[src/rtl/tmr_chain_pkg.sv]
package tmr_chain_pkg;

    typedef enum logic [2:0] {
        REG_CTRL   = 3'd0,
        REG_TRGOUT = 3'd1,
        REG_CSRC   = 3'd2,
        REG_DIV    = 3'd3,
        REG_TOP    = 3'd4,
        REG_COUNT  = 3'd5,
        REG_MATCH  = 3'd6
    } reg_sel_e;

    typedef enum logic {
        ST_OFF = 1'b0,
        ST_RUN = 1'b1
    } run_state_e;

    localparam logic [2:0] MM_NONE   = 3'b000;
    localparam logic [2:0] MM_UPDATE = 3'b010;
    localparam logic [2:0] MM_CMP    = 3'b100;

    localparam logic [2:0] SM_CLOCK  = 3'b000;
    localparam logic [2:0] SM_EXTCLK = 3'b111;

    localparam logic [2:0] OC_LOW_BELOW  = 3'b110;
    localparam logic [2:0] OC_HIGH_ABOVE = 3'b111;

endpackage

[src/rtl/tc_prescaler.sv]
module tc_prescaler #(
    parameter int CW = 16
) (
    input  logic          clk,
    input  logic          rst_n,
    input  logic          run,
    input  logic          tick,
    input  logic          clr,
    input  logic [CW-1:0] div,
    output logic          step
);
    logic [CW-1:0] pc_q;

    assign step = run && tick && !clr && (pc_q >= div);

    always_ff @(posedge clk) begin
        if (!rst_n) begin
            pc_q <= '0;
        end else if (clr) begin
            pc_q <= '0;
        end else if (run && tick) begin
            pc_q <= (pc_q >= div) ? '0 : pc_q + 1'b1;
        end
    end

    AST_DIV_PHASE: assert property (@(posedge clk) disable iff (!rst_n)
        (run && tick && !clr && (pc_q < div)) |=> (pc_q == CW'($past(pc_q) + 1'b1)))
        else $error("divider phase did not advance");

endmodule

[src/rtl/tc_trig_sel.sv]
module tc_trig_sel #(
    parameter int N = 4
) (
    input  logic [N-1:0] trig_bus,
    input  logic [2:0]   sel,
    output logic         trig
);
    always_comb begin
        trig = 1'b0;
        for (int k = 0; k < N; k++) begin
            if (32'(sel) == k + 1) trig = trig_bus[k];
        end
    end
endmodule

[src/rtl/tc_stage.sv]
module tc_stage
    import tmr_chain_pkg::*;
#(
    parameter int CW = 16,
    parameter int N  = 4
) (
    input  logic          clk,
    input  logic          rst_n,
    input  logic          wr_en,
    input  logic [2:0]    wr_addr,
    input  logic [CW-1:0] wr_data,
    input  logic [N-1:0]  trig_bus,
    output logic [CW-1:0] count,
    output logic          trig_out
);
    run_state_e    state_q, state_d;
    logic          dir_q, opm_q;
    logic [2:0]    mm_q, ocm_q, sm_q, ts_q;
    logic [CW-1:0] div_q, top_q, cmp_q, cnt_q, cnt_d;
    logic          trig_in, trig_in_d, trig_q, trig_d;
    logic          tick, step, upd, ref_nxt, running;
    logic          hit_ctrl, hit_trgout, hit_csrc, hit_div, hit_top, hit_count, hit_match;

    assign hit_ctrl   = wr_en && (reg_sel_e'(wr_addr) == REG_CTRL);
    assign hit_trgout = wr_en && (reg_sel_e'(wr_addr) == REG_TRGOUT);
    assign hit_csrc   = wr_en && (reg_sel_e'(wr_addr) == REG_CSRC);
    assign hit_div    = wr_en && (reg_sel_e'(wr_addr) == REG_DIV);
    assign hit_top    = wr_en && (reg_sel_e'(wr_addr) == REG_TOP);
    assign hit_count  = wr_en && (reg_sel_e'(wr_addr) == REG_COUNT);
    assign hit_match  = wr_en && (reg_sel_e'(wr_addr) == REG_MATCH);

    assign running = (state_q == ST_RUN);

    tc_trig_sel #(.N(N)) u_sel (
        .trig_bus (trig_bus),
        .sel      (ts_q),
        .trig     (trig_in)
    );

    always_comb begin
        unique case (sm_q)
            SM_CLOCK:  tick = 1'b1;
            SM_EXTCLK: tick = trig_in && !trig_in_d;
            default:   tick = 1'b0;
        endcase
    end

    tc_prescaler #(.CW(CW)) u_div (
        .clk   (clk),
        .rst_n (rst_n),
        .run   (running),
        .tick  (tick),
        .clr   (hit_count),
        .div   (div_q),
        .step  (step)
    );

    // count datapath
    always_comb begin
        cnt_d = cnt_q;
        upd   = 1'b0;
        if (hit_count) begin
            cnt_d = wr_data;
        end else if (step) begin
            if (!dir_q) begin
                if (cnt_q >= top_q) begin
                    cnt_d = '0;
                    upd   = 1'b1;
                end else begin
                    cnt_d = cnt_q + 1'b1;
                end
            end else begin
                if (cnt_q == '0) begin
                    cnt_d = top_q;
                    upd   = 1'b1;
                end else begin
                    cnt_d = cnt_q - 1'b1;
                end
            end
        end
    end

    // next-state logic
    always_comb begin
        state_d = state_q;
        unique case (state_q)
            ST_OFF: begin
                if (hit_ctrl && wr_data[0]) state_d = ST_RUN;
            end
            ST_RUN: begin
                if (hit_ctrl)            state_d = wr_data[0] ? ST_RUN : ST_OFF;
                else if (upd && opm_q)   state_d = ST_OFF;
            end
        endcase
    end

    always_ff @(posedge clk) begin
        if (!rst_n) state_q <= ST_OFF;
        else        state_q <= state_d;
    end

    // trigger output generation
    always_comb begin
        unique case (ocm_q)
            OC_LOW_BELOW:  ref_nxt = (cnt_d < cmp_q);
            OC_HIGH_ABOVE: ref_nxt = (cnt_d >= cmp_q);
            default:       ref_nxt = 1'b0;
        endcase
        unique case (mm_q)
            MM_UPDATE: trig_d = upd;
            MM_CMP:    trig_d = ref_nxt;
            default:   trig_d = 1'b0;
        endcase
    end

    always_ff @(posedge clk) begin
        if (!rst_n) begin
            dir_q     <= 1'b0;
            opm_q     <= 1'b0;
            mm_q      <= MM_NONE;
            ocm_q     <= 3'b000;
            sm_q      <= SM_CLOCK;
            ts_q      <= 3'b000;
            div_q     <= '0;
            top_q     <= '1;
            cmp_q     <= '0;
            cnt_q     <= '0;
            trig_in_d <= 1'b0;
            trig_q    <= 1'b0;
        end else begin
            trig_in_d <= trig_in;
            trig_q    <= trig_d;
            cnt_q     <= cnt_d;
            if (hit_ctrl) begin
                dir_q <= wr_data[1];
                opm_q <= wr_data[2];
            end
            if (hit_trgout) begin
                mm_q  <= wr_data[2:0];
                ocm_q <= wr_data[6:4];
            end
            if (hit_csrc) begin
                sm_q <= wr_data[2:0];
                ts_q <= wr_data[6:4];
            end
            if (hit_div)   div_q <= wr_data;
            if (hit_top)   top_q <= wr_data;
            if (hit_match) cmp_q <= wr_data;
        end
    end

    assign count    = cnt_q;
    assign trig_out = trig_q;

    AST_COUNT_LOAD: assert property (@(posedge clk) disable iff (!rst_n)
        hit_count |=> (cnt_q == $past(wr_data)))
        else $error("count write not applied");

    AST_HOLD_WHEN_OFF: assert property (@(posedge clk) disable iff (!rst_n)
        (state_q == ST_OFF && !hit_count) |=> (cnt_q == $past(cnt_q)))
        else $error("stopped stage moved");

    AST_ONE_PULSE_STOP: assert property (@(posedge clk) disable iff (!rst_n)
        (running && opm_q && upd && !hit_ctrl) |=> (state_q == ST_OFF))
        else $error("one-pulse stage kept running");

    AST_UP_STEP: assert property (@(posedge clk) disable iff (!rst_n)
        (step && !dir_q && (cnt_q < top_q)) |=> (cnt_q == CW'($past(cnt_q) + 1'b1)))
        else $error("up step wrong");

    AST_TRIG_AT_WRAP: assert property (@(posedge clk) disable iff (!rst_n)
        (trig_q && ($past(mm_q) == MM_UPDATE) && !$past(dir_q)) |-> (cnt_q == '0))
        else $error("update trigger without wrap");

endmodule

[src/rtl/timer_chain.sv]
module timer_chain
    import tmr_chain_pkg::*;
#(
    parameter  int N_STAGES = 4,
    parameter  int CNT_W    = 16,
    localparam int STG_W    = (N_STAGES > 1) ? $clog2(N_STAGES) : 1
) (
    input  logic                      clk,
    input  logic                      rst_n,
    input  logic                      wr_en,
    input  logic [STG_W-1:0]          wr_stage,
    input  logic [2:0]                wr_addr,
    input  logic [CNT_W-1:0]          wr_data,
    output logic [N_STAGES*CNT_W-1:0] count_o,
    output logic [N_STAGES-1:0]       trig_o
);
    logic [N_STAGES-1:0] trig_bus;

    for (genvar i = 0; i < N_STAGES; i++) begin : g_stage
        logic stage_wr;
        assign stage_wr = wr_en && (wr_stage == STG_W'(i));

        tc_stage #(.CW(CNT_W), .N(N_STAGES)) u_stage (
            .clk      (clk),
            .rst_n    (rst_n),
            .wr_en    (stage_wr),
            .wr_addr  (wr_addr),
            .wr_data  (wr_data),
            .trig_bus (trig_bus),
            .count    (count_o[i*CNT_W +: CNT_W]),
            .trig_out (trig_bus[i])
        );
    end

    assign trig_o = trig_bus;

endmodule

[config.mk]
export PLATFORM = sky130hd
export DESIGN_NAME = timer_chain
export DESIGN_NICKNAME = d
export VERILOG_FILES = /design/src/rtl/tmr_chain_pkg.sv /design/src/rtl/tc_prescaler.sv /design/src/rtl/tc_trig_sel.sv /design/src/rtl/tc_stage.sv /design/src/rtl/timer_chain.sv
export SDC_FILE = /design/constraint.sdc
export NUM_CORES = 1
export LEC_CHECK = 0
export CORE_UTILIZATION = 40
export DETAILED_ROUTE_END_ITERATION = 6
export HOLD_SLACK_MARGIN = 0.06
export RECOVER_POWER = 100
export SLEW_MARGIN = 15
export SYNTH_ARGS = -nofsm -noshare
export SYNTH_HDL_FRONTEND = slang
export SYNTH_HIERARCHICAL = 1
export SYNTH_SLANG_ARGS = --single-unit
[constraint.sdc]
create_clock -name clk -period 13 [get_ports clk]
set_input_delay 2.6 -clock clk [delete_from_list [all_inputs] [get_ports clk]]
set_output_delay 2.6 -clock clk [all_outputs]
set_load 0.1 [all_outputs]
Yosys cells after proc, flatten, opt, wreduce, memory -nomap -nowiden

Index checks and enable logic that the tools add are counted.

Magnitude comparators: 16
Mux-type cells: 89
Eq/ne operators: 45
Reductions and logical operators: 78
Bitwise operators: 5
$add $sub $neg: 12
Multipliers: 0
Shifts and indexed selects: 0
Divide/modulo/power cells: 0

Operators by type and width:

| operator                                                              | number |
|---|---|
| 16-bit 2-to-1 mux                                                     | 24 |
| 16-bit greater-or-equal comparator                                    | 12 |
| 16-bit by 1-bit adder with 16-bit output (second input constant)      | 8 |
| 3-bit == test (second input constant)                                 | 23 |
| 16-bit zero test                                                      | 4 |
| 16-bit < comparator                                                   | 4 |
| 16-bit by 1-bit subtractor with 16-bit output (second input constant) | 4 |
| 1-bit logical AND                                                     | 56 |
| 1-bit 2-to-1 mux                                                      | 49 |
| 3-bit by 2-bit == test with 1-bit output (second input constant)      | 14 |
| 1-bit case mux with 2 select lines                                    | 16 |
| 3-bit by 1-bit == test with 1-bit output (second input constant)      | 5 |
| 3-bit zero test                                                       | 5 |
| 1-bit zero test                                                       | 8 |
| 2-bit OR reduction                                                    | 4 |
| 1-bit inverter                                                        | 5 |
| 2-bit == test (second input constant)                                 | 2 |
| 2-bit by 1-bit == test with 1-bit output (second input constant)      | 1 |
| 2-bit zero test                                                       | 1 |

Logic and storage cells: 301
RAM bits: 0
Memories: 0
Output and inout port bits: 68
Latch bits: 0
Bits in registers: 388
ROM bits: 0

Longest topological paths before layout

Gate-level depths: netlist of run 1.

Depth in word-level cells: 16
Depth in mapped cells: 21
Gate-level depth less buffers: 21

Hierarchy

The synthesis of run 1 kept the hierarchy.

By module, submodules not included:

| module                             | cells an instance | instances | area each (µm²) | sequential area each (µm²) |
|---|---|---|---|---|
| tc_stage at g_stage[0].u_stage ... | 631               | 3         | 4938.5          | 1621.6 |
| tc_stage at g_stage[3].u_stage     | 626               | 1         | 4989.8          | 1621.6 |
| tc_prescaler                       | 138               | 4         | 1218.7          | 320.3 |
| tc_trig_sel                        | 6                 | 4         | 43.8            | 0.0 |
| timer_chain                        | 4                 | 1         | 37.5            | 0.0 |

Worst setup path before layout of run 1

Ideal clock, no wire load.

Kind: input -> register
Start: in wr_stage[0]
End: reg g_stage[1].u_stage.trig_q
Arrival: 5.738 ns
Slack: 7.141 ns
Stages: 16
Buffers on the path: 1
Cell sequence: and3b_1 nand4b_1 inv_1 clkbuf_1 nor2b_1 inv_1 a21o_1 a2111o_1 o21ai_0 nor2_1 ha_1 a21o_1 a21o_1 a2111oi_0 a2111o_1 o22ai_1

Longest elaborated chain between the ends: 11

RTL lines:

| element                                                                          | RTL line                         | RTL |
|---|---|---|
| start: declaration                                                               | timer_chain.sv:11                | `input logic [STG_W-1:0] wr_stage,` |
| 2-bit by 1-bit == test with 1-bit output (*)                                     | timer_chain.sv:21                | `assign stage_wr = wr_en && (wr_stage == STG_W'(i));` |
| 1-bit logical AND (*)                                                            | timer_chain.sv:21                |  |
| 1-bit logical AND (*)                                                            | tc_stage.sv:29                   | `assign hit_count = wr_en && (reg_sel_e'(wr_addr) == REG_COUNT);` |
| named net g_stage[1].u_stage.hit_count                                           | tc_stage.sv:22                   | `logic hit_ctrl, hit_trgout, hit_csrc, hit_div, hit_top, hit_count, hit_match;` |
| 1-bit zero test (*)                                                              | tc_prescaler.sv:14               | `assign step = run && tick && !clr && (pc_q >= div);` |
| 1-bit logical AND (*) (2 in a row)                                               | tc_prescaler.sv:14               |  |
| named net g_stage[1].u_stage.step                                                | tc_stage.sv:21                   | `logic tick, step, upd, ref_nxt, running;` |
| 16-bit 2-to-1 mux (*)                                                            | tc_stage.sv:64                   | `end else if (step) begin` |
| 16-bit 2-to-1 mux (*)                                                            | tc_stage.sv:62                   | `if (hit_count) begin` |
| named net g_stage[1].u_stage.cnt_d[13]                                           | tc_stage.sv:19                   | `logic [CW-1:0] div_q, top_q, cmp_q, cnt_q, cnt_d;` |
| 16-bit greater-or-equal comparator / 16-bit < comparator (equally long branches) | tc_stage.sv:106, tc_stage.sv:105 |  |
| 1-bit case mux with 2 select lines (*)                                           | tc_stage.sv:104                  | `unique case (ocm_q)` |
| 1-bit case mux with 2 select lines (*)                                           | tc_stage.sv:109                  | `unique case (mm_q)` |
| end signal: assignment                                                           | tc_stage.sv:132                  | `trig_q <= trig_d;` |
| end: declaration                                                                 | tc_stage.sv:20                   | `logic trig_in, trig_in_d, trig_q, trig_d;` |

Mark *: on every way through the listed nets, which the timed path passes. The rest lies on a longest branch.
A chain may end at the register's enable or synchronous reset.

==> metrics, run 1 <==
synthesized area per cell 8.03 um2; gr usage total 0.238; Worst-Margin Slew 3.53 ns; fin nets 3323; DR DRC count 0; largest area contributor in the synthesized netlist dfxtp_1; die height 251 um; Tcrit/Tclk final 0.663; Pwr Total 2.77 mW; Skew-Pair Late Insertion Delay 0.60 ns; Synth cell types 92; CTS tree done; share of cells above drive strength 1 0.0720; leakage 11.2 nW; Synth Register Bits 388; Post-synth top cells 446 x nand2_1, 388 x dfxtp_1, 249 x a21oi_1; Rows 91; final cell count without fillers 3964; ant diodes 0; post-synthesis compound-gate area fraction 0.193; Clk pin slew, worst setup/hold paths 0.07 ns; Layout area overhead 10.8%; DRT Pass-1 Iters 5; syn_nets 3330; RSZ-0062 raised after global routing no; Tmin final 8.61 ns; CP arrival 9.09 ns; CTS Buf Count 45; first-pass GRT wire length 121 mm; Ports 92; TNS Setup 0 ns; DPL Wire Length 51.1 mm; CP required 13.48 ns; Max IR drop VDD 0.0909 mV; final hold vios 0; largest net degree at the start of global routing 65; Place WS 4.27 ns; worst r2r src g_stage[1].u_stage/trig_out; mux contribution to synthesized area 0.0316; main combinational cell family by area after synthesis simple AND/OR/NAND/NOR gates; max_cap viols 7; Finish-stage setup viols 0; area share of and/or/nand/nor cells after synthesis 0.253; Final ANT Viol Nets 0; fmax 116 MHz; Crit Path Class input pin to flip-flop; crit path max fanout 64; DRT Wirelength 76.7 mm; routability cong. 0.888; hold_sp g_stage[2].u_stage/div_q[7]; synth warn 6; post-synth top area share 0.312; worst hold path type flip-flop to flip-flop; Worst Skew 0.0344 ns; Area contributors post-synth dfxtp_1 31%, ha_1 10%, nand2_1 6.7%, a21oi_1 5.0%, inv_1 3.5%; Clock Path Buffers 3; Post-CTS Repair Setup Buffers 0; Finished Core Util 0.448; root buffer cell clkbuf_16; placed insts 3882; WL/cell 19.4 um; H-tree depth 2; port buffer count 91; r2r setup slk 6.43 ns; Final Max Slew Viols 355; total core area 61600 um2; Post-synth EDFFs 0; sequential area share after synthesis 0.312; clock sink count 388; adder-cell share of the synthesized area 0.104; failing checks max-capacitance violations, max-slew violations; top-count cell post-synth nand2_1; CP Launch Point rst_n; CP startpoint kind input pin; post-synthesis xor/xnor area fraction 0.0362; P per Cell Area 101 nW/um2; post-synthesis async set-or-reset flop share 0; die footprint 63200 um2; Vias/cell 5.77; cts hold-fix bufs 0; crit path capture type flip-flop; initial antenna violation count 2; Synth Flop Type dfxtp_1; Syn Inst Count 3099; grt ovf 0; vias in the first global route 22100; chip width 251 um; fin worst setup slack 4.39 ns; status finished, violations left; initial core utilization 0.404; Iter 0 DRT Violations 1457; Mapped Area 24900 um2; via count 22900; Slew Limit Headroom -1.36; Resized cells post-CTS 0
==> critical path, stage by stage <==
cell and delay, ns:
clkbuf_1 1.45, clkbuf_1 2.58, clkinv_1 0.41, clkbuf_1 1.13
or3_1 0.70, o22ai_1 0.13
==> final timing paths <==
check / end / cells past startpoint
min reg2reg: g_stage[2].u_stage/div_q[7] / 2
min: g_stage[2].u_stage/div_q[7] / 2
max: g_stage[1].u_stage/count[10] / 6
max reg2reg: g_stage[2].u_stage/trig_out / 19
==> through the flow <==
step	hold slack (ns)	cell area, um2
finish	0.454	27600
global route	0.469	27600
CTS	0.455	27800
detailed placement	0.447	26300
global placement	0.443	26300
floorplan	0.436	24900
==> routing by layer <==
metal / up-vias / track usage / part of all wire
met5: - / 0 / 0.00017
met2: 729 / 0.398 / 0.47
li1: 11100 / - / -
met4: 2 / 0.0894 / 0.030
met3: 153 / 0.0311 / 0.056
met1: 10900 / 0.312 / 0.45
==> power breakdown <==
| group | internal [mW] | leakage [nW] | switching, mW |
|---|---|---|---|
| clock network | 0.805 | 0.769 | 0.543 |
| registers | 1.20 | 3.13 | 0.0118 |
| logic | 0.0653 | 7.28 | 0.151 |
| total | 2.07 | 11.2 | 0.706 |
==> area by class of cell <==
class                           count  area (um2)
Clock buffer                       58        1260
Clock inverter                     24         302
Fill cell                        6130       34000
Inverter                          229         860
Multi-Input combinational cell   2298       15200
Sequential cell                   388        7770
Tap cell                          837        1050
Timing Repair Buffer              130        1150
==> placed cells by master, fill, tap and decap left out, types with 31 or more instances in the layout <==
master / Yosys / layout
nand2_1: 446 / 446
dfxtp_1: 388 / 388
a21oi_1: 249 / 249
inv_1: 229 / 227
ha_1: 207 / 207
nor2_1: 195 / 190
nor3_1: 81 / 109
nand4_1: 90 / 90
o21ai_0: 79 / 83
o211ai_1: 79 / 79
mux2i_1: 73 / 73
dlygate4sd3_1: 0 / 69
xor2_1: 55 / 55
nand3_1: 50 / 50
xnor2_1: 48 / 48
and3_1: 47 / 47
clkbuf_16: 0 / 46
a21o_1: 35 / 35
o31ai_1: 33 / 34
or3_1: 34 / 34
a31oi_1: 31 / 31
==> logic make-up (layout without fill, tap and decap cells) <==
family          count (synthesis)  count (layout)
simple gates                 1212            1212
compound gates                698             698
buf+inv                       413             441
flops                         388             388
fa+ha+maj                     207             207
xor+xnor                      103             103
mux                            78              78
==> registers in the layout (all words and copies together) (netlist names) <==
name                        flops
g_stage.u_stage/cmp_q          64
g_stage.u_stage/count          64
g_stage.u_stage/div_q          64
g_stage.u_stage/top_q          64
g_stage.u_stage/u_div/pc_q     64
g_stage.u_stage/mm_q           12
g_stage.u_stage/ocm_q          12
g_stage.u_stage/sm_q           12
g_stage.u_stage/ts_q           12
g_stage.u_stage/dir_q           4
g_stage.u_stage/opm_q           4
g_stage.u_stage/running         4
g_stage.u_stage/trig_in_d       4
g_stage.u_stage/trig_out        4
(Power assumes the default switching activity.)
==> inputs of run 2 (changes only) <==
- clock period: 13 -> 8.45 ns (I/O delays scaled with it)
==> run 2 against run 1 <==
The flow still finishes with violations (max-capacitance violations, max-slew violations). Sequential power up 54%. Global-route usage down 0.093 points. Flip-flop and latch count unchanged. First-iteration DRC count up 13%. Combinational power up 54%. Utilization up 0.20 points. Power up 58%. Critical path type unchanged.
==> metrics, run 2 (same netlist as run 1, synthesis figures left out) <==
status finished, violations left; failing checks max-capacitance violations, max-slew violations; CP arrival 7.53 ns; CP cell instances dlygate4sd3_1, nand4b_1, clkbuf_1, inv_1, nor2b_1, clkbuf_1, a41oi_1, o31ai_1, ha_1, nand4_1, nor2_1, a2111oi_0, a2111o_1, o22ai_1; Tcrit/Tclk final 0.837; Worst path most repeated cell clkbuf_1; placed insts 3885; share of cells above drive strength 1 0.0732; DRT Pass-1 Iters 5; Max IR drop VDD 0.122 mV; CP startpoint kind input pin; Clk pin slew, worst setup/hold paths 0.06 ns; routability cong. 0.901; DRT Wirelength 76.5 mm; fmax 141 MHz; root buffer cell clkbuf_16; CP bufs+invs 4; Critical Path Slowest Stage Cell dlygate4sd3_1; Slew Limit Headroom -1.03; Skew-Pair Late Insertion Delay 0.58 ns; initial core utilization 0.404; Post-CTS Repair Setup Buffers 0; CP top delay family buffers and inverters; WP depth 14; cts hold-fix bufs 0; crit path capture type flip-flop; Crit Path Class input pin to flip-flop; total core area 61600 um2; TNS Setup 0 ns; commonest non-fill, non-tap cell in the layout nand2_1; Resized cells post-CTS 0; WL/cell 19.3 um; CTS Buf Count 45; H-tree depth 2; Vias/cell 5.78; Max stage delay on crit path 0.91 ns; chip width 251 um; Fill cells 6112; grt ovf 0; initial antenna violation count 2; die footprint 63200 um2; CTS tree done; Tmin final 7.07 ns; worst hold path type flip-flop to flip-flop; port buffer count 91; Final ANT Viol Nets 0; Rows 91; Worst Skew 0.0221 ns; vias in the first global route 22100; DR DRC count 0; CP required 8.90 ns; max_cap viols 4; Final Max Slew Viols 220; clock sink count 388; via count 22900; Iter 0 DRT Violations 1653; P per Cell Area 158 nW/um2; Min-Delay Path Depth 2; final hold vios 0; Finish-stage setup viols 0; Clock Path Buffers 3; largest net degree at the start of global routing 61; crit path max fanout 28; commonest cells after routing, fill and taps aside 446 x nand2_1, 388 x dfxtp_1, 249 x a21oi_1; Ports 92; r2r worst-path depth 17; Layout area overhead 11.3%; DPL Wire Length 51.8 mm; RSZ-0062 raised after global routing no; leakage 11.2 nW; die height 251 um; final cell count without fillers 3968; first-pass GRT wire length 121 mm; fin nets 3326; gr usage total 0.237; Worst-Margin Slew 3.05 ns
run 2: per-layer routing:
layer  up-vias  routed length (um)  global-route usage
met1     10900               33100               0.308
li1      11100                   -                   -
met2       784               36000               0.397
met5         -                  13                   0
met4         2                2760              0.0927
met3       195                4750              0.0337
run 2: tightest hold or removal path: stages, from the launching register on:
cell and delay [ns]:
dfxtp_1 0.31, nand2_1 0.05, a21oi_1 0.05
run 2: worst paths after layout:
check	from	to	slack, ns
min reg2reg	g_stage[2].u_stage/div_q[4]	g_stage[2].u_stage/div_q[4]	0.45
max	wr_addr[2]	g_stage[1].u_stage/trig_out	1.38
max reg2reg	g_stage[2].u_stage/trig_out	g_stage[1].u_stage/trig_out	2.77
min	g_stage[2].u_stage/div_q[4]	g_stage[2].u_stage/div_q[4]	0.45
run 2: final cells by class:
| type | count | area [um2] | area share |
|---|---|---|---|
| timing repair buffer | 133 | 1160 | 0.0418 |
| clock buffer | 53 | 1220 | 0.0439 |
| inverter | 229 | 860 | 0.0310 |
| clock inverter | 29 | 438 | 0.0158 |
| antenna | 1 | 2.50 | 0.0000903 |
| multi-input combinational | 2298 | 15200 | 0.549 |
| sequential | 388 | 7770 | 0.280 |
| tap | 837 | 1050 | 0.0378 |
run 2: where the power goes:
part	leakage, nW	internal, mW	switching [mW]
sequential	3.13	1.84	0.0182
combinational	7.29	0.101	0.232
clock	0.800	1.34	0.841
total	11.2	3.29	1.09
run 2: metrics by stage:
stage / setup slack (ns) / util / power [mW] / hold slack [ns] / area, um2
6_report: 1.38 / 0.450 / 4.38 / 0.454 / 27700
5_1_grt: 1.06 / 0.450 / 4.54 / 0.475 / 27700
4_1_cts: 2.22 / 0.453 / 4.43 / 0.457 / 27900
3_5_place_dp: 1.61 / 0.427 / 2.23 / 0.449 / 26300
3_3_place_gp: 1.90 / 0.427 / 2.23 / 0.442 / 26300
2_1_floorplan: 3.50 / - / 2.11 / 0.436 / 24900
